===== src/rtl/irq_pkg.sv =====
package irq_pkg;
  localparam int DEST_W = 16;

  localparam logic [7:0] OFF_SELECT = 8'h00;
  localparam logic [7:0] OFF_WINDOW = 8'h10;
  localparam logic [7:0] OFF_EOI    = 8'h40;

  localparam logic [7:0] IDX_VERSION = 8'h01;
  localparam logic [7:0] IDX_TABLE   = 8'h10;

  localparam int LO_MODE_LSB = 8;
  localparam int LO_POL_BIT  = 13;
  localparam int LO_TRIG_BIT = 15;
  localparam int LO_MASK_BIT = 16;
  localparam int HI_DEST_LSB = 16;

  typedef struct packed {
    logic [7:0] vector;
    logic [2:0] mode;
    logic       pol;
    logic       level;
    logic       mask;
  } rte_lo_t;

  localparam rte_lo_t RTE_LO_RESET = '{vector: 8'h00, mode: 3'b000, pol: 1'b0, level: 1'b0, mask: 1'b1};

  function automatic logic [31:0] lo_to_word(input rte_lo_t e);
    logic [31:0] w;
    w = '0;
    w[7:0] = e.vector;
    w[LO_MODE_LSB +: 3] = e.mode;
    w[LO_POL_BIT] = e.pol;
    w[LO_TRIG_BIT] = e.level;
    w[LO_MASK_BIT] = e.mask;
    return w;
  endfunction

  function automatic rte_lo_t word_to_lo(input logic [31:0] w);
    rte_lo_t e;
    e.vector = w[7:0];
    e.mode   = w[LO_MODE_LSB +: 3];
    e.pol    = w[LO_POL_BIT];
    e.level  = w[LO_TRIG_BIT];
    e.mask   = w[LO_MASK_BIT];
    return e;
  endfunction
endpackage


===== src/rtl/irq_rte_file.sv =====
module irq_rte_file
  import irq_pkg::*;
#(
  parameter int         NPINS   = 8,
  parameter logic [7:0] VERSION = 8'h21
) (
  input  logic              clk,
  input  logic              rst,
  input  logic              wr_en,
  input  logic              rd_en,
  input  logic [7:0]        addr,
  input  logic [31:0]       wdata,
  output logic [31:0]       rdata,
  output rte_lo_t           lo_q   [NPINS],
  output logic [DEST_W-1:0] dest_q [NPINS]
);
  localparam int         IDX_LAST  = int'(IDX_TABLE) + 2 * NPINS - 1;
  localparam logic [7:0] MAX_ENTRY = 8'(NPINS - 1);

  logic [7:0]  sel_q;
  logic [7:0]  rel;
  logic [7:0]  ent;
  logic        hi_word;
  logic        in_table;
  logic        win_wr;
  logic [31:0] win_rd;

  assign rel      = sel_q - IDX_TABLE;
  assign ent      = {1'b0, rel[7:1]};
  assign hi_word  = rel[0];
  assign in_table = (sel_q >= IDX_TABLE) && (int'(sel_q) <= IDX_LAST);
  assign win_wr   = wr_en && (addr == OFF_WINDOW) && in_table;

  always_ff @(posedge clk) begin
    if (rst) sel_q <= '0;
    else if (wr_en && addr == OFF_SELECT) sel_q <= wdata[7:0];
  end

  for (genvar g = 0; g < NPINS; g++) begin : g_entry
    always_ff @(posedge clk) begin
      if (rst) begin
        lo_q[g]   <= RTE_LO_RESET;
        dest_q[g] <= '0;
      end else if (win_wr && ent == 8'(g)) begin
        if (hi_word) dest_q[g] <= wdata[HI_DEST_LSB +: DEST_W];
        else         lo_q[g]   <= word_to_lo(wdata);
      end
    end

    AST_RESET_MASKED: assert property (@(posedge clk) disable iff (rst)
      $past(rst) |-> (lo_q[g].mask && lo_q[g].vector == 8'h00 && dest_q[g] == '0))
      else $error("entry %0d not masked after reset", g);
  end

  always_comb begin
    win_rd = '0;
    if (sel_q == IDX_VERSION) begin
      win_rd = {8'h00, MAX_ENTRY, 8'h00, VERSION};
    end else if (in_table) begin
      for (int i = 0; i < NPINS; i++) begin
        if (ent == 8'(i)) begin
          if (hi_word) win_rd = {dest_q[i], {(32 - DEST_W){1'b0}}};
          else         win_rd = lo_to_word(lo_q[i]);
        end
      end
    end
  end

  always_ff @(posedge clk) begin
    if (rst) rdata <= '0;
    else if (rd_en) begin
      case (addr)
        OFF_SELECT: rdata <= {24'h0, sel_q};
        OFF_WINDOW: rdata <= win_rd;
        default:    rdata <= '0;
      endcase
    end
  end
endmodule


===== src/rtl/irq_pin_ctl.sv =====
module irq_pin_ctl #(
  parameter int SYNC_STAGES = 2
) (
  input  logic       clk,
  input  logic       rst,
  input  logic       pin_raw,
  input  logic       pol,
  input  logic       level,
  input  logic       mask,
  input  logic [7:0] vector,
  input  logic       eoi_valid,
  input  logic [7:0] eoi_vector,
  input  logic       grant,
  output logic       req
);
  logic [SYNC_STAGES-1:0] sync_q;
  logic active;
  logic prev_q;
  logic rise;
  logic pend_q;
  logic insvc_q;

  always_ff @(posedge clk) begin
    if (rst) sync_q <= '0;
    else     sync_q <= {sync_q[SYNC_STAGES-2:0], pin_raw};
  end

  assign active = sync_q[SYNC_STAGES-1] ^ pol;
  assign rise   = active & ~prev_q;

  always_ff @(posedge clk) begin
    if (rst) prev_q <= 1'b0;
    else     prev_q <= active;
  end

  always_ff @(posedge clk) begin
    if (rst || level) pend_q <= 1'b0;
    else              pend_q <= (pend_q & ~grant) | (rise & ~mask);
  end

  always_ff @(posedge clk) begin
    if (rst || !level) insvc_q <= 1'b0;
    else if (grant) insvc_q <= 1'b1;
    else if (eoi_valid && eoi_vector == vector) insvc_q <= 1'b0;
  end

  assign req = ~mask & (level ? (active & ~insvc_q) : pend_q);
endmodule


===== src/rtl/irq_arbiter.sv =====
module irq_arbiter
  import irq_pkg::*;
#(
  parameter int NPINS = 8
) (
  input  logic              clk,
  input  logic              rst,
  input  logic [NPINS-1:0]  req,
  input  rte_lo_t           lo_q   [NPINS],
  input  logic [DEST_W-1:0] dest_q [NPINS],
  input  logic              msg_ready,
  output logic [NPINS-1:0]  grant,
  output logic              msg_valid,
  output logic [7:0]        msg_vector,
  output logic [DEST_W-1:0] msg_dest,
  output logic [2:0]        msg_mode
);
  logic              found;
  logic [7:0]        nxt_vec;
  logic [2:0]        nxt_mode;
  logic [DEST_W-1:0] nxt_dest;

  always_comb begin
    grant    = '0;
    found    = 1'b0;
    nxt_vec  = '0;
    nxt_mode = '0;
    nxt_dest = '0;
    for (int i = 0; i < NPINS; i++) begin
      if (!found && !msg_valid && req[i]) begin
        found    = 1'b1;
        grant[i] = 1'b1;
        nxt_vec  = lo_q[i].vector;
        nxt_mode = lo_q[i].mode;
        nxt_dest = dest_q[i];
      end
    end
  end

  always_ff @(posedge clk) begin
    if (rst) begin
      msg_valid  <= 1'b0;
      msg_vector <= '0;
      msg_mode   <= '0;
      msg_dest   <= '0;
    end else if (msg_valid && msg_ready) begin
      msg_valid <= 1'b0;
    end else if (found) begin
      msg_valid  <= 1'b1;
      msg_vector <= nxt_vec;
      msg_mode   <= nxt_mode;
      msg_dest   <= nxt_dest;
    end
  end

  AST_ONE_GRANT: assert property (@(posedge clk) disable iff (rst)
    $onehot0(grant))
    else $error("more than one pin granted");

  AST_LOWEST_FIRST: assert property (@(posedge clk) disable iff (rst)
    (grant != '0) |-> (((grant - 1'b1) & req) == '0))
    else $error("higher pin granted over lower one");

  AST_MSG_HOLD: assert property (@(posedge clk) disable iff (rst)
    (msg_valid && !msg_ready) |=> (msg_valid && $stable(msg_vector)
      && $stable(msg_dest) && $stable(msg_mode)))
    else $error("message changed while stalled");
endmodule


===== src/rtl/irq_redirector.sv =====
module irq_redirector
  import irq_pkg::*;
#(
  parameter int         NPINS       = 8,
  parameter int         SYNC_STAGES = 2,
  parameter logic [7:0] VERSION     = 8'h21
) (
  input  logic              clk,
  input  logic              rst,
  input  logic              bus_wr_en,
  input  logic              bus_rd_en,
  input  logic [7:0]        bus_addr,
  input  logic [31:0]       bus_wdata,
  output logic [31:0]       bus_rdata,
  input  logic [NPINS-1:0]  irq_in,
  output logic              msg_valid,
  input  logic              msg_ready,
  output logic [7:0]        msg_vector,
  output logic [DEST_W-1:0] msg_dest,
  output logic [2:0]        msg_mode
);
  rte_lo_t           lo_q   [NPINS];
  logic [DEST_W-1:0] dest_q [NPINS];
  logic [NPINS-1:0]  req;
  logic [NPINS-1:0]  grant;
  logic [NPINS-1:0]  mask_vec;
  logic              eoi_valid;

  assign eoi_valid = bus_wr_en && (bus_addr == OFF_EOI);

  irq_rte_file #(.NPINS(NPINS), .VERSION(VERSION)) u_rte (
    .clk(clk), .rst(rst), .wr_en(bus_wr_en), .rd_en(bus_rd_en),
    .addr(bus_addr), .wdata(bus_wdata), .rdata(bus_rdata),
    .lo_q(lo_q), .dest_q(dest_q)
  );

  for (genvar g = 0; g < NPINS; g++) begin : g_pin
    irq_pin_ctl #(.SYNC_STAGES(SYNC_STAGES)) u_pin (
      .clk(clk), .rst(rst), .pin_raw(irq_in[g]),
      .pol(lo_q[g].pol), .level(lo_q[g].level), .mask(lo_q[g].mask),
      .vector(lo_q[g].vector), .eoi_valid(eoi_valid),
      .eoi_vector(bus_wdata[7:0]), .grant(grant[g]), .req(req[g])
    );
    assign mask_vec[g] = lo_q[g].mask;
  end

  irq_arbiter #(.NPINS(NPINS)) u_arb (
    .clk(clk), .rst(rst), .req(req), .lo_q(lo_q), .dest_q(dest_q),
    .msg_ready(msg_ready), .grant(grant), .msg_valid(msg_valid),
    .msg_vector(msg_vector), .msg_dest(msg_dest), .msg_mode(msg_mode)
  );

  AST_MASKED_NO_GRANT: assert property (@(posedge clk) disable iff (rst)
    (grant & mask_vec) == '0)
    else $error("masked pin granted");
endmodule


===== config.mk =====
export PLATFORM = sky130hd
export DESIGN_NAME = irq_redirector
export DESIGN_NICKNAME = d
export VERILOG_FILES = /design/src/rtl/irq_pkg.sv /design/src/rtl/irq_rte_file.sv /design/src/rtl/irq_pin_ctl.sv /design/src/rtl/irq_arbiter.sv /design/src/rtl/irq_redirector.sv
export SDC_FILE = /design/constraint.sdc
export NUM_CORES = 1
export LEC_CHECK = 0
export ABC_AREA = 1
export BUFFER_PORTS_ARGS = -buffer_cell sky130_fd_sc_hd__buf_2
export CORE_MARGIN = 2
export CORE_UTILIZATION = 40
export DETAILED_ROUTE_END_ITERATION = 7
export HOLD_SLACK_MARGIN = 0.1
export SYNTH_ARGS = -nofsm -noshare
export SYNTH_HDL_FRONTEND = slang
export SYNTH_SLANG_ARGS = --single-unit

===== constraint.sdc =====
create_clock -name clk -period 3.5 [get_ports clk]
set_input_delay 0.7 -clock clk [delete_from_list [all_inputs] [get_ports clk]]
set_output_delay 0.7 -clock clk [all_outputs]
set_load 0.1 [all_outputs]

==> run_summary.xml, run 1 <==
<?xml version="1.0" encoding="UTF-8"?>
<metrics>
  <group name="power_and_ir_drop">
    <metric name="p_int" unit="uW">6630</metric>
    <metric name="leakage_power_summed_over_all_cells" unit="uW">0.00847</metric>
    <metric name="p_seq_share" unit="%">46.0</metric>
    <metric name="switching_share" unit="%">22.6</metric>
    <metric name="total_switching_power" unit="uW">1940</metric>
    <metric name="clkPwrFrac" unit="%">50.7</metric>
    <metric name="p_comb_share" unit="%">3.3</metric>
    <metric name="power_density" unit="nW/um^2">426</metric>
    <metric name="ir_worst_vdd" unit="mV">0.410</metric>
  </group>
  <group name="placed_design">
    <metric name="place_hpwl" unit="um">42400</metric>
    <metric name="place_congestion" unit="">0.886</metric>
    <metric name="port_buffers" unit="">106</metric>
  </group>
  <group name="worst_setup_path">
    <metric name="worstSetupStartpointType" unit="">flop</metric>
    <metric name="data_required_time_at_the_worst_endpoint" unit="ns">3.97</metric>
    <metric name="end_kind" unit="">flop</metric>
    <metric name="worstPathArrival" unit="ns">3.65</metric>
    <metric name="worst-path-max-fanout" unit="">15</metric>
    <metric name="critPathKind" unit="">reg2reg</metric>
  </group>
  <group name="sta">
    <metric name="grt_setup_unrepaired" unit="">no</metric>
    <metric name="setup-violations-final" unit="">0</metric>
    <metric name="finalClockSkew" unit="ns">0.0145</metric>
    <metric name="post-route-min-period" unit="ns">3.18</metric>
    <metric name="worst_pin_slew" unit="ns">0.972</metric>
    <metric name="maxClockFrequency" unit="MHz">314</metric>
    <metric name="min_period_over_period" unit="%">90.9</metric>
    <metric name="finalHoldViolCount" unit="">0</metric>
    <metric name="maxSlewHeadroom" unit="%">35.2</metric>
    <metric name="slew_violations" unit="">0</metric>
    <metric name="fin_tns_setup" unit="ns">0</metric>
    <metric name="hold-worst-slack" unit="ns">0.351</metric>
  </group>
  <group name="cts">
    <metric name="cts.sinks" unit="">345</metric>
    <metric name="ctsRootBufferMaster" unit="">sky130_fd_sc_hd__clkbuf_16</metric>
    <metric name="insertion_delay" unit="ns">0.56</metric>
    <metric name="cts.htree.levels" unit="">2</metric>
    <metric name="clock_slew_at_the_register_clock_pins_of_the_worst_setup_and_hold_paths" unit="ns">0.06</metric>
    <metric name="longest_clk_path_bufs" unit="">3</metric>
    <metric name="cts_setup_buffers" unit="">0</metric>
    <metric name="cts_buffers" unit="">40</metric>
    <metric name="cts_tree" unit="">done</metric>
  </group>
  <group name="synthesis">
    <metric name="synth-async-reset-ratio" unit="%">0</metric>
    <metric name="post_synth_num_cell_types" unit="">44</metric>
    <metric name="synth-warning-count" unit="">0</metric>
    <metric name="synth_cells" unit="">2631</metric>
    <metric name="ys_ff_latch" unit="">345</metric>
    <metric name="cell_area_synth" unit="um^2">17900</metric>
    <metric name="number_of_enable_flip_flop_cells_after_synthesis" unit="">0</metric>
    <metric name="yosys_most_used_dff" unit="">sky130_fd_sc_hd__dfxtp_1</metric>
    <metric name="synth_sequential_area_ratio" unit="%">38.6</metric>
    <metric name="postSynthAreaPerCell" unit="um^2">6.80</metric>
  </group>
  <group name="cells_and_area">
    <metric name="commonest_non_fill_non_tap_cell_in_the_layout" unit="">sky130_fd_sc_hd__nand2_1</metric>
    <metric name="most-common-layout-cells" unit="">sky130_fd_sc_hd__nand2_1 (444), sky130_fd_sc_hd__dfxtp_1 (344), sky130_fd_sc_hd__o21ai_0 (323)</metric>
    <metric name="fillers" unit="">4545</metric>
    <metric name="seq_area" unit="um^2">6910</metric>
    <metric name="drive_gt1_share" unit="%">11.0</metric>
    <metric name="multi_input_comb_area" unit="um^2">9050</metric>
    <metric name="final_nets" unit="">2698</metric>
    <metric name="num_antenna_cells" unit="">0</metric>
    <metric name="synthToLayoutAreaGrowth" unit="%">12.6</metric>
  </group>
  <group name="floorplan">
    <metric name="fp-row-count" unit="">77</metric>
    <metric name="fp.coreArea" unit="um^2">44200</metric>
    <metric name="die_area" unit="um^2">46400</metric>
    <metric name="initial_utilization" unit="%">40.5</metric>
    <metric name="ioPinCount" unit="">113</metric>
    <metric name="die_height" unit="um">216</metric>
    <metric name="die_x" unit="um">216</metric>
  </group>
  <group name="grt">
    <metric name="grt_total_usage" unit="%">25.6</metric>
    <metric name="grt_overflow_total" unit="">0</metric>
    <metric name="maximum_number_of_pins_on_one_net_before_global_route_repair" unit="">114</metric>
    <metric name="grt_pass1_wl" unit="um">95000</metric>
    <metric name="number_of_global_route_vias_before_repair" unit="">17236</metric>
    <metric name="antenna_violations_before_repair" unit="">0</metric>
  </group>
  <group name="flow_run">
    <metric name="max_cap_violations" unit="">0</metric>
  </group>
  <group name="routing">
    <metric name="drc" unit="">0</metric>
    <metric name="routed-via-count" unit="">17803</metric>
    <metric name="first_iter_violations" unit="">1518</metric>
    <metric name="drtPass1Iterations" unit="">5</metric>
    <metric name="vias_per_cell" unit="">5.45</metric>
    <metric name="route.detailed.wl_per_inst" unit="um">18.4</metric>
    <metric name="ant_nets" unit="">0</metric>
    <metric name="aggregate_routed_wire_length" unit="um">60100</metric>
  </group>
  <group name="min_path">
    <metric name="min_path_type" unit="">in2reg</metric>
  </group>
  <group name="outcome">
    <metric name="status" unit="">finished, final reports clean</metric>
  </group>
</metrics>
[synthesized netlist by cell type (all sizes together), types with 5 or more instances]
cell type,number,share of area [%]
o21ai,364,10
dfxtp,345,39
o2111ai,36,1.8
xnor2,27,1.3
inv,277,5.8
nand3b,12,0.50
clkbuf,115,2.4
nor3,37,1.9
xor2,35,1.7
a21oi,308,8.7
nand4,24,0.87
or2,5,0.17
o211ai,24,1.0
nand2,450,9.6
nor2,205,4.5
nand3,251,7.1
buf,81,2.6
nor4,11,0.38
clkinv,8,0.17
[per-stage QoR]
| step | cell area, um^2 | std cells | power [uW] | setup WS (ns) | utilization [%] |
|---|---|---|---|---|---|
| final | 20100 | 3264 | 8570 | 0.318 | 45.5 |
| after global routing | 20100 | 3264 | 8830 | 0.136 | 45.5 |
| after CTS | 20100 | 3264 | 8640 | 0.346 | 45.5 |
| after detailed placement | 18800 | 3192 | 4310 | 0.361 | 42.5 |
| after global placement | 18800 | 3192 | 4310 | 0.438 | 42.5 |
| after floorplan | 17900 | 2633 | 4200 | 0.877 | - |
[worst paths after layout]
check                           startpoint                  endpoint  slack, ns  cells after the start
hold / removal                   irq_in[0]  g_pin[0].u_pin.sync_q[0]       0.35                      3
hold reg to reg   g_pin[2].u_pin.sync_q[0]  g_pin[2].u_pin.sync_q[1]       0.40                      2
setup reg to reg            u_rte.sel_q[4]           u_rte.rdata[19]       0.32                     16
setup / recovery            u_rte.sel_q[4]           u_rte.rdata[19]       0.32                     16
[power by group through the flow]
stage | Sequential [uW] | Clock, uW | Combinational (uW)
6_report | 3940 | 4350 | 283
5_1_grt | 3940 | 4580 | 302
4_1_cts | 3940 | 4420 | 283
3_5_place_dp | 4030 | 0 | 281
3_3_place_gp | 4030 | 0 | 279
2_1_floorplan | 4030 | 0 | 173
[critical path, cell delays in order, from the launching register on]
cell,delay [ns]
sky130_fd_sc_hd__dfxtp_1,0.53
sky130_fd_sc_hd__inv_2,0.11
sky130_fd_sc_hd__ha_1,0.23
sky130_fd_sc_hd__inv_1,0.08
sky130_fd_sc_hd__nor2_1,0.06
sky130_fd_sc_hd__inv_1,0.06
sky130_fd_sc_hd__nand3_1,0.10
sky130_fd_sc_hd__nor2_4,0.23
sky130_fd_sc_hd__nand2_1,0.44
sky130_fd_sc_hd__buf_4,0.33
sky130_fd_sc_hd__o21ai_0,0.15
sky130_fd_sc_hd__o211ai_1,0.16
sky130_fd_sc_hd__nand4_1,0.15
sky130_fd_sc_hd__nand2_1,0.08
sky130_fd_sc_hd__nand3b_1,0.12
sky130_fd_sc_hd__nand2_1,0.10
sky130_fd_sc_hd__a21oi_1,0.14
[layout make-up]
type / instances / share of cell area (%)
multi-input combinational: 1807 / 45.0
timing repair buffer: 163 / 4.95
clock inverter: 10 / 0.665
clock buffer: 62 / 6.08
sequential: 345 / 34.3
tap: 592 / 3.68
inverter: 285 / 5.36
[repair_timing]
action,4_1_cts,5_1_grt
endpoints found under the setup margin,0,1
hold buffers,0,0
gates resized for setup,0,1
[sequential cells by signal, indices dropped and copies added, names as in the netlist]
signal / flops
u_rte.dest_q: 128
u_rte.lo_q: 112
u_rte.rdata: 29
g_pin.u_pin.sync_q: 16
u_arb.msg_dest: 16
g_pin.u_pin.insvc_q: 8
g_pin.u_pin.pend_q: 8
g_pin.u_pin.prev_q: 8
u_arb.msg_vector: 8
u_rte.sel_q: 8
u_arb.msg_mode: 3
u_arb.msg_valid: 1
[routing by layer]
metal  track usage (%)  share of wire, %  vias to the layer above
met5                 0                 0                        -
met4              11.1               4.1                        0
met3              2.54               5.1                      155
met2              44.5                49                      556
met1              32.2                42                     8348
li1                  -                 -                     8744
[cell families (layout without fill, tap and decap cells)]
logic type               count (synthesis)  count (layout)  synth area share (%)
flip-flops                             345             345                  38.6
AND/OR/NAND/NOR                        995             995                  25.0
buffers and inverters                  481             520                  11.0
AO/OA/AOI/OAI                          744             744                  22.2
adder cells (fa/ha/maj)                  3               3                 0.210
other                                    1               3                0.0210
XOR/XNOR                                62              62                  3.03
Note: power is estimated with default switching activity, not from simulation.
==> run 2: changes to the inputs <==
--- a/config.mk
+++ b/config.mk
@@ -10,6 +10,7 @@
 export CORE_MARGIN = 2
 export CORE_UTILIZATION = 40
 export DETAILED_ROUTE_END_ITERATION = 7
+export GPL_TIMING_DRIVEN = 0
 export HOLD_SLACK_MARGIN = 0.1
 export SYNTH_ARGS = -nofsm -noshare
 export SYNTH_HDL_FRONTEND = slang
==> run 2 against run 1 <==
Register-to-register slack worse by 0.20 ns. Clock-buffer cell count fell by 3. Wire length grew 24%. Critical path type unchanged. Worst setup slack worse by 0.20 ns. Clock skew increased by 0.016 ns. Via count up 8.8%.
==> run_summary.xml, run 2 (same netlist as run 1, synthesis figures left out) <==
<?xml version="1.0" encoding="UTF-8"?>
<metrics>
  <group name="floorplan">
    <metric name="die_height" unit="um">216</metric>
    <metric name="die_x" unit="um">216</metric>
    <metric name="fp.coreArea" unit="um^2">44200</metric>
    <metric name="fp-row-count" unit="">77</metric>
    <metric name="ioPinCount" unit="">113</metric>
    <metric name="die_area" unit="um^2">46400</metric>
    <metric name="initial_utilization" unit="%">40.5</metric>
  </group>
  <group name="min_path">
    <metric name="min_path_type" unit="">in2reg</metric>
    <metric name="worstHoldPathCells" unit="">3</metric>
    <metric name="worst_hold_start" unit="">irq_in[2]</metric>
    <metric name="hold_end" unit="">g_pin[2].u_pin.sync_q[0]</metric>
  </group>
  <group name="cells_and_area">
    <metric name="commonest_non_fill_non_tap_cell_in_the_layout" unit="">sky130_fd_sc_hd__nand2_1</metric>
    <metric name="final_nets" unit="">2832</metric>
    <metric name="drive_gt1_share" unit="%">11.1</metric>
    <metric name="synthToLayoutAreaGrowth" unit="%">15.2</metric>
    <metric name="post_route_cell_area" unit="um^2">20600</metric>
    <metric name="reg_top3" unit="">u_rte.dest_q: 128 flops, u_rte.lo_q: 112 flops, u_rte.rdata: 29 flops</metric>
    <metric name="num_antenna_cells" unit="">0</metric>
    <metric name="most-common-layout-cells" unit="">sky130_fd_sc_hd__nand2_1 (444), sky130_fd_sc_hd__dfxtp_1 (345), sky130_fd_sc_hd__o21ai_0 (323)</metric>
    <metric name="largest_reg_flops" unit="">128</metric>
    <metric name="registers.top_by_ff_count" unit="">u_rte.dest_q</metric>
  </group>
  <group name="cts">
    <metric name="cts_buffers" unit="">41</metric>
    <metric name="cts.htree.levels" unit="">2</metric>
    <metric name="longest_clk_path_bufs" unit="">3</metric>
    <metric name="cts.sinks" unit="">345</metric>
    <metric name="hold_fix_buffer_count_after_cts" unit="">0</metric>
    <metric name="ctsRootBufferMaster" unit="">sky130_fd_sc_hd__clkbuf_16</metric>
    <metric name="insertion_delay" unit="ns">0.60</metric>
    <metric name="cts_tree" unit="">done</metric>
    <metric name="clock_slew_at_the_register_clock_pins_of_the_worst_setup_and_hold_paths" unit="ns">0.06</metric>
  </group>
  <group name="worst_setup_path">
    <metric name="worst_r2r_setup_slack" unit="ns">0.12</metric>
    <metric name="worstPathArrival" unit="ns">3.90</metric>
    <metric name="reg2reg_to" unit="">u_rte.rdata[25]</metric>
    <metric name="worst-path-max-fanout" unit="">10</metric>
    <metric name="regToRegStartpoint" unit="">u_rte.sel_q[0]</metric>
    <metric name="end_kind" unit="">flop</metric>
    <metric name="critPathKind" unit="">reg2reg</metric>
    <metric name="data_required_time_at_the_worst_endpoint" unit="ns">4.02</metric>
    <metric name="r2r.worst_path.cells" unit="">8</metric>
    <metric name="worstSetupStartpointType" unit="">flop</metric>
  </group>
  <group name="routing">
    <metric name="routed-via-count" unit="">19371</metric>
    <metric name="ant_nets" unit="">0</metric>
    <metric name="vias_per_cell" unit="">5.70</metric>
    <metric name="route.detailed.wl_per_inst" unit="um">21.9</metric>
    <metric name="first_iter_violations" unit="">2048</metric>
    <metric name="drtPass1Iterations" unit="">5</metric>
    <metric name="drc" unit="">0</metric>
    <metric name="aggregate_routed_wire_length" unit="um">74600</metric>
  </group>
  <group name="grt">
    <metric name="antenna_violations_before_repair" unit="">1</metric>
    <metric name="number_of_global_route_vias_before_repair" unit="">18313</metric>
    <metric name="grt_pass1_wl" unit="um">112000</metric>
    <metric name="maximum_number_of_pins_on_one_net_before_global_route_repair" unit="">14</metric>
    <metric name="grt_total_usage" unit="%">31.7</metric>
    <metric name="grt_overflow_total" unit="">0</metric>
  </group>
  <group name="sta">
    <metric name="worst_pin_slew" unit="ns">1.17</metric>
    <metric name="maxClockFrequency" unit="MHz">296</metric>
    <metric name="maxSlewHeadroom" unit="%">21.8</metric>
    <metric name="fin_tns_setup" unit="ns">0</metric>
    <metric name="setup-violations-final" unit="">0</metric>
    <metric name="post-route-min-period" unit="ns">3.38</metric>
    <metric name="finalHoldViolCount" unit="">0</metric>
    <metric name="post-route-worst-setup-slack" unit="ns">0.120</metric>
    <metric name="min_period_over_period" unit="%">96.6</metric>
    <metric name="finalClockSkew" unit="ns">0.0310</metric>
    <metric name="slew_violations" unit="">0</metric>
    <metric name="grt_setup_unrepaired" unit="">no</metric>
  </group>
  <group name="placed_design">
    <metric name="place_congestion" unit="">0.969</metric>
    <metric name="place_hpwl" unit="um">57500</metric>
    <metric name="detailed_place.area" unit="um^2">19100</metric>
    <metric name="port_buffers" unit="">96</metric>
    <metric name="dp_slack" unit="ns">-0.0598</metric>
  </group>
  <group name="power_and_ir_drop">
    <metric name="power" unit="uW">8880</metric>
    <metric name="leakage_power_summed_over_all_cells" unit="uW">0.00871</metric>
    <metric name="power_density" unit="nW/um^2">431</metric>
    <metric name="ir_worst_vdd" unit="mV">0.325</metric>
  </group>
  <group name="outcome">
    <metric name="status" unit="">finished, final reports clean</metric>
  </group>
  <group name="flow_run">
    <metric name="max_cap_violations" unit="">0</metric>
  </group>
</metrics>
==> run 2: what timing repair did <==
| item | in CTS | in global routing |
|---|---|---|
| endpoints found under the hold margin | 0 | 0 |
| setup buffers | 0 | 3 |
| pin swaps | 0 | 2 |
| gates resized for setup | 1 | 9 |
| endpoints found under the setup margin | 8 | 50 |
| gates cloned | 0 | 0 |
==> run 2: per-stage QoR <==
step	util, %	hold slack, ns	cells
floorplan	-	0.388	2633
global placement	43.2	0.397	3321
detailed placement	43.3	0.395	3322
CTS	46.5	0.305	3398
global route	46.6	0.321	3401
finish	46.6	0.313	3401
==> run 2: layout make-up <==
| cell class | instances | area (um^2) |
|---|---|---|
| buffer | 196 | 897 |
| timing repair buffer | 100 | 510 |
| tap | 592 | 741 |
| fill | 4582 | 23600 |
| sequential | 345 | 6910 |
| clock buffer | 59 | 1220 |
| multi-input combinational | 1807 | 9050 |
| inverter | 285 | 1070 |
| clock inverter | 17 | 216 |
==> run 2: worst max-delay path: stages (launching register included) <==
cell,delay (ns)
sky130_fd_sc_hd__dfxtp_1,0.40
sky130_fd_sc_hd__clkbuf_1,0.58
sky130_fd_sc_hd__clkbuf_1,0.74
sky130_fd_sc_hd__buf_2,0.43
sky130_fd_sc_hd__clkbuf_1,0.61
sky130_fd_sc_hd__nand3_1,0.14
sky130_fd_sc_hd__nand3b_1,0.17
sky130_fd_sc_hd__nand2_1,0.09
sky130_fd_sc_hd__a21oi_1,0.13
==> run 2: worst max-delay path by stage <==
stage	from	to	cells past startpoint
after global placement	bus_addr[5]	g_pin[3].u_pin.insvc_q	7
after CTS	u_rte.sel_q[4]	u_rte.rdata[10]	15
after floorplan	u_arb.msg_valid	u_arb.msg_dest[10]	16
after detailed placement	u_rte.sel_q[4]	u_rte.rdata[1]	17
after global routing	u_rte.sel_q[4]	u_rte.rdata[1]	16
final	u_rte.sel_q[0]	u_rte.rdata[25]	8
==> run 2: per-layer routing <==
metal	GRT usage (%)	vias up	routed length, um
met4	13.7	2	3230
met1	42.3	9239	31900
met5	0	-	10
li1	-	9055	-
met3	4.76	174	6070
met2	50.9	901	33400
==> run 2: power by group <==
part	switching [uW]	total (uW)	internal, uW
sequential	4.66	3940	3940
combinational	265	338	72.2
clock	1860	4600	2740
